===== config.mk =====
export PLATFORM = sky130hd
export DESIGN_NAME = uart_framer
export DESIGN_NICKNAME = d
export VERILOG_FILES = /design/src/rtl/uart_framer.sv
export SDC_FILE = /design/constraint.sdc
export NUM_CORES = 1
export LEC_CHECK = 0
export BUFFER_PORTS_ARGS = -buffer_cell sky130_fd_sc_hd__buf_2
export CAP_MARGIN = 20
export CELL_PAD_IN_SITES_DETAIL_PLACEMENT = 1
export CELL_PAD_IN_SITES_GLOBAL_PLACEMENT = 1
export CORE_MARGIN = 2
export CORE_UTILIZATION = 48
export CTS_BUF_LIST = sky130_fd_sc_hd__clkbuf_4 sky130_fd_sc_hd__clkbuf_8
export DETAILED_ROUTE_END_ITERATION = 10
export PLACE_DENSITY = 0.87
export SYNTH_ARGS = -nofsm -noshare
export SYNTH_HDL_FRONTEND = slang
export SYNTH_SLANG_ARGS = --single-unit

===== constraint.sdc =====
create_clock -name clk -period 1.8 [get_ports clk]
set_input_delay 0.09 -clock clk [delete_from_list [all_inputs] [get_ports clk]]
set_output_delay 0.09 -clock clk [all_outputs]
set_load 0.05 [all_outputs]

===== src/rtl/uart_framer.sv =====
module uart_framer #(
  parameter int DW  = 8,
  parameter int OSR = 16
) (
  input  logic          clk,
  input  logic          rst_n,
  input  logic          two_stop,
  input  logic          wr_en,
  input  logic [DW-1:0] wr_data,
  input  logic          stat_rd,
  input  logic          tick,
  input  logic          rxd,
  output logic          txd,
  output logic          tx_busy,
  output logic          tx_ready,
  output logic [DW-1:0] rx_data,
  output logic          rx_ready,
  output logic          ferr
);
  localparam int CW = $clog2(OSR);
  localparam int LW = $clog2(DW + 4);
  localparam int IW = $clog2(DW);

  // transmitter
  logic [DW+1:0] tx_sh;
  logic [LW-1:0] tx_left;
  logic [CW-1:0] tx_cnt;

  assign txd = tx_busy ? tx_sh[0] : 1'b1;

  always_ff @(posedge clk or negedge rst_n) begin
    if (!rst_n) begin
      tx_busy  <= 1'b0;
      tx_sh    <= '1;
      tx_left  <= '0;
      tx_cnt   <= '0;
      tx_ready <= 1'b0;
    end else begin
      tx_ready <= 1'b0;
      if (!tx_busy) begin
        if (wr_en) begin
          tx_busy <= 1'b1;
          tx_sh   <= {2'b11, wr_data, 1'b0};
          tx_left <= LW'(DW + 2) + LW'(two_stop);
          tx_cnt  <= '0;
        end
      end else if (tick) begin
        if (tx_cnt == CW'(OSR - 1)) begin
          tx_cnt  <= '0;
          tx_sh   <= {1'b1, tx_sh[DW+1:1]};
          tx_left <= tx_left - 1'b1;
          if (tx_left == LW'(1)) begin
            tx_busy  <= 1'b0;
            tx_ready <= 1'b1;
          end
        end else begin
          tx_cnt <= tx_cnt + 1'b1;
        end
      end
    end
  end

  // receiver
  typedef enum logic [2:0] {R_IDLE, R_START, R_DATA, R_STOP1, R_STOP2, R_WAIT} rx_st_t;
  rx_st_t        rst;
  logic          rs1, rs2;
  logic [1:0]    hist;
  logic [CW-1:0] rcnt;
  logic [IW-1:0] rbit;
  logic [DW-1:0] rsh;
  logic          bad1;
  logic          vote;
  logic          mid;

  assign vote = (hist[1] & hist[0]) | (hist[1] & rs2) | (hist[0] & rs2);
  assign mid  = tick && (rst == R_START ? rcnt == CW'(OSR/2 - 1) : rcnt == CW'(OSR - 1));

  always_ff @(posedge clk or negedge rst_n) begin
    if (!rst_n) begin
      rs1      <= 1'b1;
      rs2      <= 1'b1;
      hist     <= 2'b11;
      rst      <= R_IDLE;
      rcnt     <= '0;
      rbit     <= '0;
      rsh      <= '0;
      bad1     <= 1'b0;
      rx_data  <= '0;
      rx_ready <= 1'b0;
      ferr     <= 1'b0;
    end else begin
      rs1      <= rxd;
      rs2      <= rs1;
      rx_ready <= 1'b0;
      if (stat_rd) ferr <= 1'b0;
      if (tick) begin
        hist <= {hist[0], rs2};
        if (rst != R_IDLE && rst != R_WAIT) rcnt <= mid ? '0 : rcnt + 1'b1;
      end
      case (rst)
        R_IDLE: if (!rs2) begin
          rst  <= R_START;
          rcnt <= '0;
        end
        R_START: if (mid) begin
          rst  <= vote ? R_IDLE : R_DATA;
          rbit <= '0;
        end
        R_DATA: if (mid) begin
          rsh  <= {vote, rsh[DW-1:1]};
          rbit <= rbit + 1'b1;
          if (rbit == IW'(DW - 1)) rst <= R_STOP1;
        end
        R_STOP1: if (mid) begin
          if (two_stop) begin
            bad1 <= !vote;
            rst  <= R_STOP2;
          end else begin
            rx_data  <= rsh;
            rx_ready <= 1'b1;
            if (!vote) ferr <= 1'b1;
            rst <= R_WAIT;
          end
        end
        R_STOP2: if (mid) begin
          rx_data  <= rsh;
          rx_ready <= 1'b1;
          if (!vote || bad1) ferr <= 1'b1;
          rst <= R_WAIT;
        end
        R_WAIT: if (rs2) rst <= R_IDLE;
        default: rst <= R_IDLE;
      endcase
    end
  end
endmodule



==> results of run 1 <==
-- per-layer routing --
layer / vias to the layer above / wire length, um
li1: 857 / -
met1: 861 / 2155
met2: 28 / 2404
met3: 9 / 129
met4: 0 / 79
met5: - / 0
-- state kept, by name, indices dropped and copies added (netlist names), 3 cells and up --
register and cells:
rbit 3, rcnt 4, tx_left 4, rx_data 8
tx_sh 9, rst 3, rsh 8, tx_cnt 4
-- final cells by class --
type | instances | area share [%]
clock inverter | 3 | 0.9446
timing repair buffer | 39 | 8.416
clock buffer | 5 | 2.362
sequential | 52 | 45.21
inverter | 6 | 0.7729
multi-input combinational | 152 | 39.29
tap | 70 | 3.006
-- synthesized netlist by cell type, drive strengths merged --
master,instances,area (um2)
dfrtp,39,975.9
nand2b,3,18.77
and3,3,18.77
clkbuf,1,3.750
nand3b,2,15.01
nand4,5,31.28
a21boi,1,7.510
nor3,3,15.01
inv,6,22.52
buf,11,77.57
nand3,6,30.03
mux2,20,247.7
nand2,17,63.81
a22o,6,52.55
a211oi,1,7.510
a31oi,2,12.51
dfstp,13,341.6
nor3b,7,67.57
and4,1,8.760
xnor2,2,17.52
ha,6,75.07
and4bb,1,12.51
o22ai,2,12.51
nor2,14,52.55
o21a,1,7.510
nor4b,2,30.03
xor2,2,17.52
o21ai,15,82.58
a21oi,11,58.81
o211ai,2,15.01
a21o,3,22.52
or4,1,11.26
nor2b,3,21.27
or3,1,11.26
mux2i,9,90.09
-- report_power, final --
| part | internal [mW] | switching [mW] | total, mW | leakage [nW] |
|---|---|---|---|---|
| clock network | 0.286 | 0.413 | 0.700 | 0.0463 |
| registers | 1.50 | 0.242 | 1.74 | 0.644 |
| logic | 0.444 | 0.460 | 0.904 | 0.739 |
-- timing repair --
item	CTS	global route
resized for setup	0	2
endpoints found under the hold margin	41	0
hold buffers	3	0
endpoints found under the setup margin	0	6
-- how the worst min path moves through the flow --
| stage | start | end | slack [ns] | cells after the start |
|---|---|---|---|---|
| 5_1_grt | wr_data[7] | tx_sh[8] | 0.07 | 3 |
| 4_1_cts | wr_data[7] | tx_sh[8] | 0.01 | 3 |
| 2_1_floorplan | rst_n | bad1 | -0.21 | 0 |
| 3_3_place_gp | rst_n | rx_ready | 0.10 | 2 |
| 3_5_place_dp | rst_n | rx_ready | 0.11 | 2 |
| 6_report | wr_data[7] | tx_sh[8] | 0.02 | 3 |
-- per-stage QoR --
step	hold WS [ns]	setup slack, ns
final	0.02049	0.1418
after global routing	0.06574	0.01967
after CTS	0.01389	0.03012
after detailed placement	0.1092	0.04893
after global placement	0.1037	0.09757
after floorplan	-0.2056	0.2486
-- cells by family after synthesis --
kind of cell               after synthesis  synth area share [%]
AOI/OAI and AO/OA                       44                 10.92
xor gates and xnor gates                 4                 1.371
adders and majority gates                6                 2.937
buffers and inverters                   18                 4.062
DFF                                     52                 51.54
muxes                                   29                 13.22
and+or+nand+nor                         69                 15.96
-- critical path, cell delays in order, from the launching register on --
cell and delay [ns]:
dfrtp_1 0.47, buf_4 0.19, buf_4 0.15, nor3b_2 0.19, buf_4 0.21, mux2_1 0.34
==> run summary, run 1 <==
outcome: complete, no violations
most common cell after layout, fill and taps aside: dfrtp_1
HP Class: in2reg
effective utilization at floorplan: 50.05%
CTS tree: done
post-layout util: 57.06%
Finished Layout Cells: 327
placed inst area: 2778 um2
final instance area: 2914 um2
I/O pin total: 28
synthesized instance count: 222
Die W: 76.98 um
Crit. Startpoint: rst[0]
Die ar.: 5925 um2
final weighted congestion in routability-driven placement: 0.7413
# port buffers: 27
met3 Use GR: 3.176%
endpoint type of the worst setup path: flop
worst rel slew slack: 70.83%
clk slew on worst S/H paths: 0.10 ns
first-pass GRT wire length: 8.342 mm
initial antenna violation count: 0
required time of the critical path: 2.00 ns
dpl hpwl: 3.535 mm
min Tclk post-route: 1.658 ns
layer with the highest usage: met2
Mapped Nets: 243
Rows: 26
largest net degree at the start of global routing: 53
overall power: 3.343 mW
# DRC: 0
insertion delay to the later sink of the worst-skew pair: 0.31 ns
Synth Register Bits: 52
synth unique cells: 44
fillers: 565
DR vias: 1755
CTS buffer count: 5
# Max-Cap Violations: 0
Slew @ Worst Pin: 0.4330 ns
number of global-route vias before repair: 1824
Pwr Density: 1147 nW/um2
clk sinks: 52
Worst Clk Skew: 0.009050 ns
Area Overhead vs Synth: 14.00%
worst flop-to-flop path startpoint: rst[0]
most frequent cells in the layout: dfrtp_1, buf_2, nand2_1
Slew Viols, Final: 0
Mapped Area: 2556 um2
RSZ-0062 raised after global routing: false
Worst Path Arrival: 1.85 ns
Critical R2R Capture: rsh[0]
startpoint types: flop
multi-input gate area in the final layout: 1145 um2
Ys Warns: 0
final global-route overflow total: 0
mean routed wirelength per cell: 14.58 um
aggregate routed wire length: 4.768 mm
Final Setup Violations: 0
VDD IR max: 0.7338 mV
setup bufs post-CTS: 0
CORE AREA: 5107 um2
FF/Latch Area: 1318 um2
critical setup path kind: reg2reg
layout cells sized above 1: 30.74%
Fin. Hold Viols: 0
final cycle utilization of the critical path: 92.12%
placed insts: 316
R2R Setup Slk: 0.14 ns
Pleak: 1.429 nW
initial DRC count: 92
ant diodes: 0
clock buffer depth: 2
Setup TNS: 0 ns
htree depth: 2
DRT Pass-1 Iters: 4
DRT antenna net count: 0
root buffer cell: clkbuf_8
FF-to-FF path depth: 5
grt met1 use: 21.29%
Setup crit end: rsh[0]
syn avg cell area: 11.51 um2
# nets final: 277
Via density: 5.367
Seq/Total Area, Yosys: 51.54%
FMAX: 0.6030 GHz
crit path max fanout: 9
routing usage on met2: 31.05%
gr usage total: 17.37%
Die H: 76.98 um
No activity file was read; power rests on OpenSTA's default activity.
==> inputs of run 2 (changes only) <==
- BUFFER_PORTS_ARGS: -buffer_cell sky130_fd_sc_hd__buf_2 -> -buffer_cell sky130_fd_sc_hd__buf_4
==> run 2 against run 1 <==
  * Fmax is 0.46% lower
  * Design area up 3.5%
  * Die area stayed put
  * Largest cell class unchanged
  * Global-route usage up 2.1 points
  * Sequential cell count is the same
  * Clock power is 57% higher
  * Critical path type unchanged
  * Total power is 13% higher
==> run summary, run 2 (same netlist as run 1, synthesis figures left out) <==
outcome: complete, no violations (unchanged)
pre-CTS setup slack: 0.04103 ns (was 0.04893 ns)
htree depth: 2 (unchanged)
Slew @ Worst Pin: 0.6603 ns (was 0.4330 ns)
DRT antenna net count: 0 (unchanged)
R2R Setup Slk: 0.13 ns (was 0.14 ns)
clock buffer depth: 2 (unchanged)
# port buffers: 27 (unchanged)
final global-route overflow total: 0 (unchanged)
Via density: 5.443 (was 5.367)
Slew Viols, Final: 0 (unchanged)
required time of the critical path: 2.00 ns (about the same)
CTS tree: done (unchanged)
endpoint type of the worst setup path: flop (unchanged)
largest net degree at the start of global routing: 53 (unchanged)
top flop regs: tx_sh (9), rsh (8), rx_data (8) (unchanged)
startpoint types: flop (unchanged)
Int Pwr: 2.646 mW (was 2.227 mW)
ant diodes: 0 (unchanged)
min Tclk post-route: 1.666 ns (was 1.658 ns)
Gate power share: 25.1% (was 27.0%)
effective utilization at floorplan: 50.05% (unchanged)
final weighted congestion in routability-driven placement: 0.7323 (was 0.7413)
clk sinks: 52 (unchanged)
post-layout util: 59.06% (was 57.06%)
FMAX: 0.6003 GHz (was 0.6030 GHz)
clk slew on worst S/H paths: 0.10 ns (about the same)
crit path max fanout: 11 (was 9)
DRT Pass-1 Iters: 4 (unchanged)
Rows: 26 (unchanged)
initial antenna violation count: 0 (unchanged)
Area Overhead vs Synth: 18.01% (was 14.00%)
most common cell after layout, fill and taps aside: dfrtp_1 (unchanged)
Worst Path Arrival: 1.86 ns (was 1.85 ns)
number of global-route vias before repair: 1903 (was 1824)
Fin. Hold Viols: 0 (unchanged)
RSZ-0062 raised after global routing: false (unchanged)
sequential fraction of design power: 46.0% (was 52.0%)
final cycle utilization of the critical path: 92.55% (was 92.12%)
worst rel slew slack: 55.98% (was 70.83%)
first-pass GRT wire length: 9.294 mm (was 8.342 mm)
PnR worst setup slack: 0.1341 ns (was 0.1418 ns)
# nets final: 275 (was 277)
Die H: 76.98 um (unchanged)
Die W: 76.98 um (unchanged)
Die ar.: 5925 um2 (unchanged)
Pwr Density: 1257 nW/um2 (was 1147 nW/um2)
CTS buffer count: 5 (unchanged)
dpl hpwl: 3.601 mm (was 3.535 mm)
aggregate routed wire length: 5.346 mm (was 4.768 mm)
initial DRC count: 120 (was 92)
Pleak: 1.460 nW (was 1.429 nW)
HP Class: in2reg (unchanged)
# Max-Cap Violations: 0 (unchanged)
clock network power share: 28.9% (was 20.9%)
Top reg by flops: tx_sh (unchanged)
I/O pin total: 28 (unchanged)
VDD IR max: 0.7392 mV (was 0.7338 mV)
layout cells sized above 1: 30.20% (was 30.74%)
# DRC: 0 (unchanged)
CORE AREA: 5107 um2 (unchanged)
Sw Share: 30.24% (was 33.37%)
insertion delay to the later sink of the worst-skew pair: 0.31 ns (about the same)
mean routed wirelength per cell: 16.45 um (was 14.58 um)
Worst Clk Skew: 0.004938 ns (was 0.009050 ns)
gr usage total: 19.49% (was 17.37%)
critical setup path kind: reg2reg (unchanged)
most frequent cells in the layout: dfrtp_1, buf_4, nand2_1 (was dfrtp_1, buf_2, nand2_1)
root buffer cell: clkbuf_8 (unchanged)
Setup TNS: 0 ns (unchanged)
max reg flops: 9 (unchanged)
P_sw: 1.147 mW (was 1.115 mW)
DR vias: 1769 (was 1755)
Final Setup Violations: 0 (unchanged)
-- run 2: cell count changes in the layout (fill, tap and decap cells not counted) --
cell,change
clkinvlp_4,-1
bufinv_16,+3
clkinv_4,-1
buf_12,-1
buf_2,-27
buf_4,+26
inv_8,-1
-- run 2: path summary, 6_finish.rpt --
path | from | to | depth (start not counted)
max | rcnt[0] | rx_data[6] | 4
min | wr_en | tx_cnt[0] | 2
max reg2reg | rcnt[0] | rx_data[6] | 4
min reg2reg | rs1 | rs2 | 0
max in group asynchronous | rst_n | rcnt[3] | 2
min in group asynchronous | rst_n | rx_data[5] | 2
-- run 2: repair_timing --
item / 4_1_cts / 5_1_grt
endpoints found under the hold margin: 41 / 0
hold buffers: 3 / 0
setup endpoints to repair: 0 / 8
gates resized for setup: 0 / 2
buffers inserted: 0 / 0
-- run 2: critical path, cell delays in order, from the launching register on --
cell,delay [ns]
dfrtp_1,0.40
ha_2,0.25
and4_1,0.38
o21ai_4,0.19
mux2_4,0.33
-- run 2: cell type report --
class / instances / area, um2
Clock inverter: 3 / 90.09
Clock buffer: 5 / 68.82
Fill cell: 554 / 2091
Inverter: 6 / 22.52
Sequential cell: 52 / 1318
Timing Repair Buffer: 37 / 285.3
Tap cell: 70 / 87.58
Multi-Input combinational cell: 152 / 1145
-- run 2: per-stage QoR --
stage | instances | hold slack [ns] | cell area [um2] | power (mW)
floorplan | 222 | -0.2056 | 2556 | 2.432
global placement | 314 | 0.1570 | 2818 | 2.602
detailed placement | 314 | 0.1676 | 2818 | 2.692
CTS | 325 | 0.01246 | 3007 | 3.821
global route | 325 | 0.02168 | 3017 | 4.031
finish | 325 | 0.02223 | 3017 | 3.793
-- run 2: per-layer routing --
metal / track usage, % / part of all wire, %
met5: 0 / 0
met4: 4.286 / 0.64
met3: 3.529 / 3.2
met2: 33.42 / 51
met1: 25.92 / 45
-- run 2: power by group through the flow --
stage                     combinational, mW  sequential (mW)  clock (mW)
after global routing                   1.08             1.79        1.16
after detailed placement              0.936             1.76           0
final                                 0.952             1.75        1.10
after CTS                             0.962             1.74        1.12
after global placement                0.868             1.73           0
after floorplan                       0.758             1.67           0
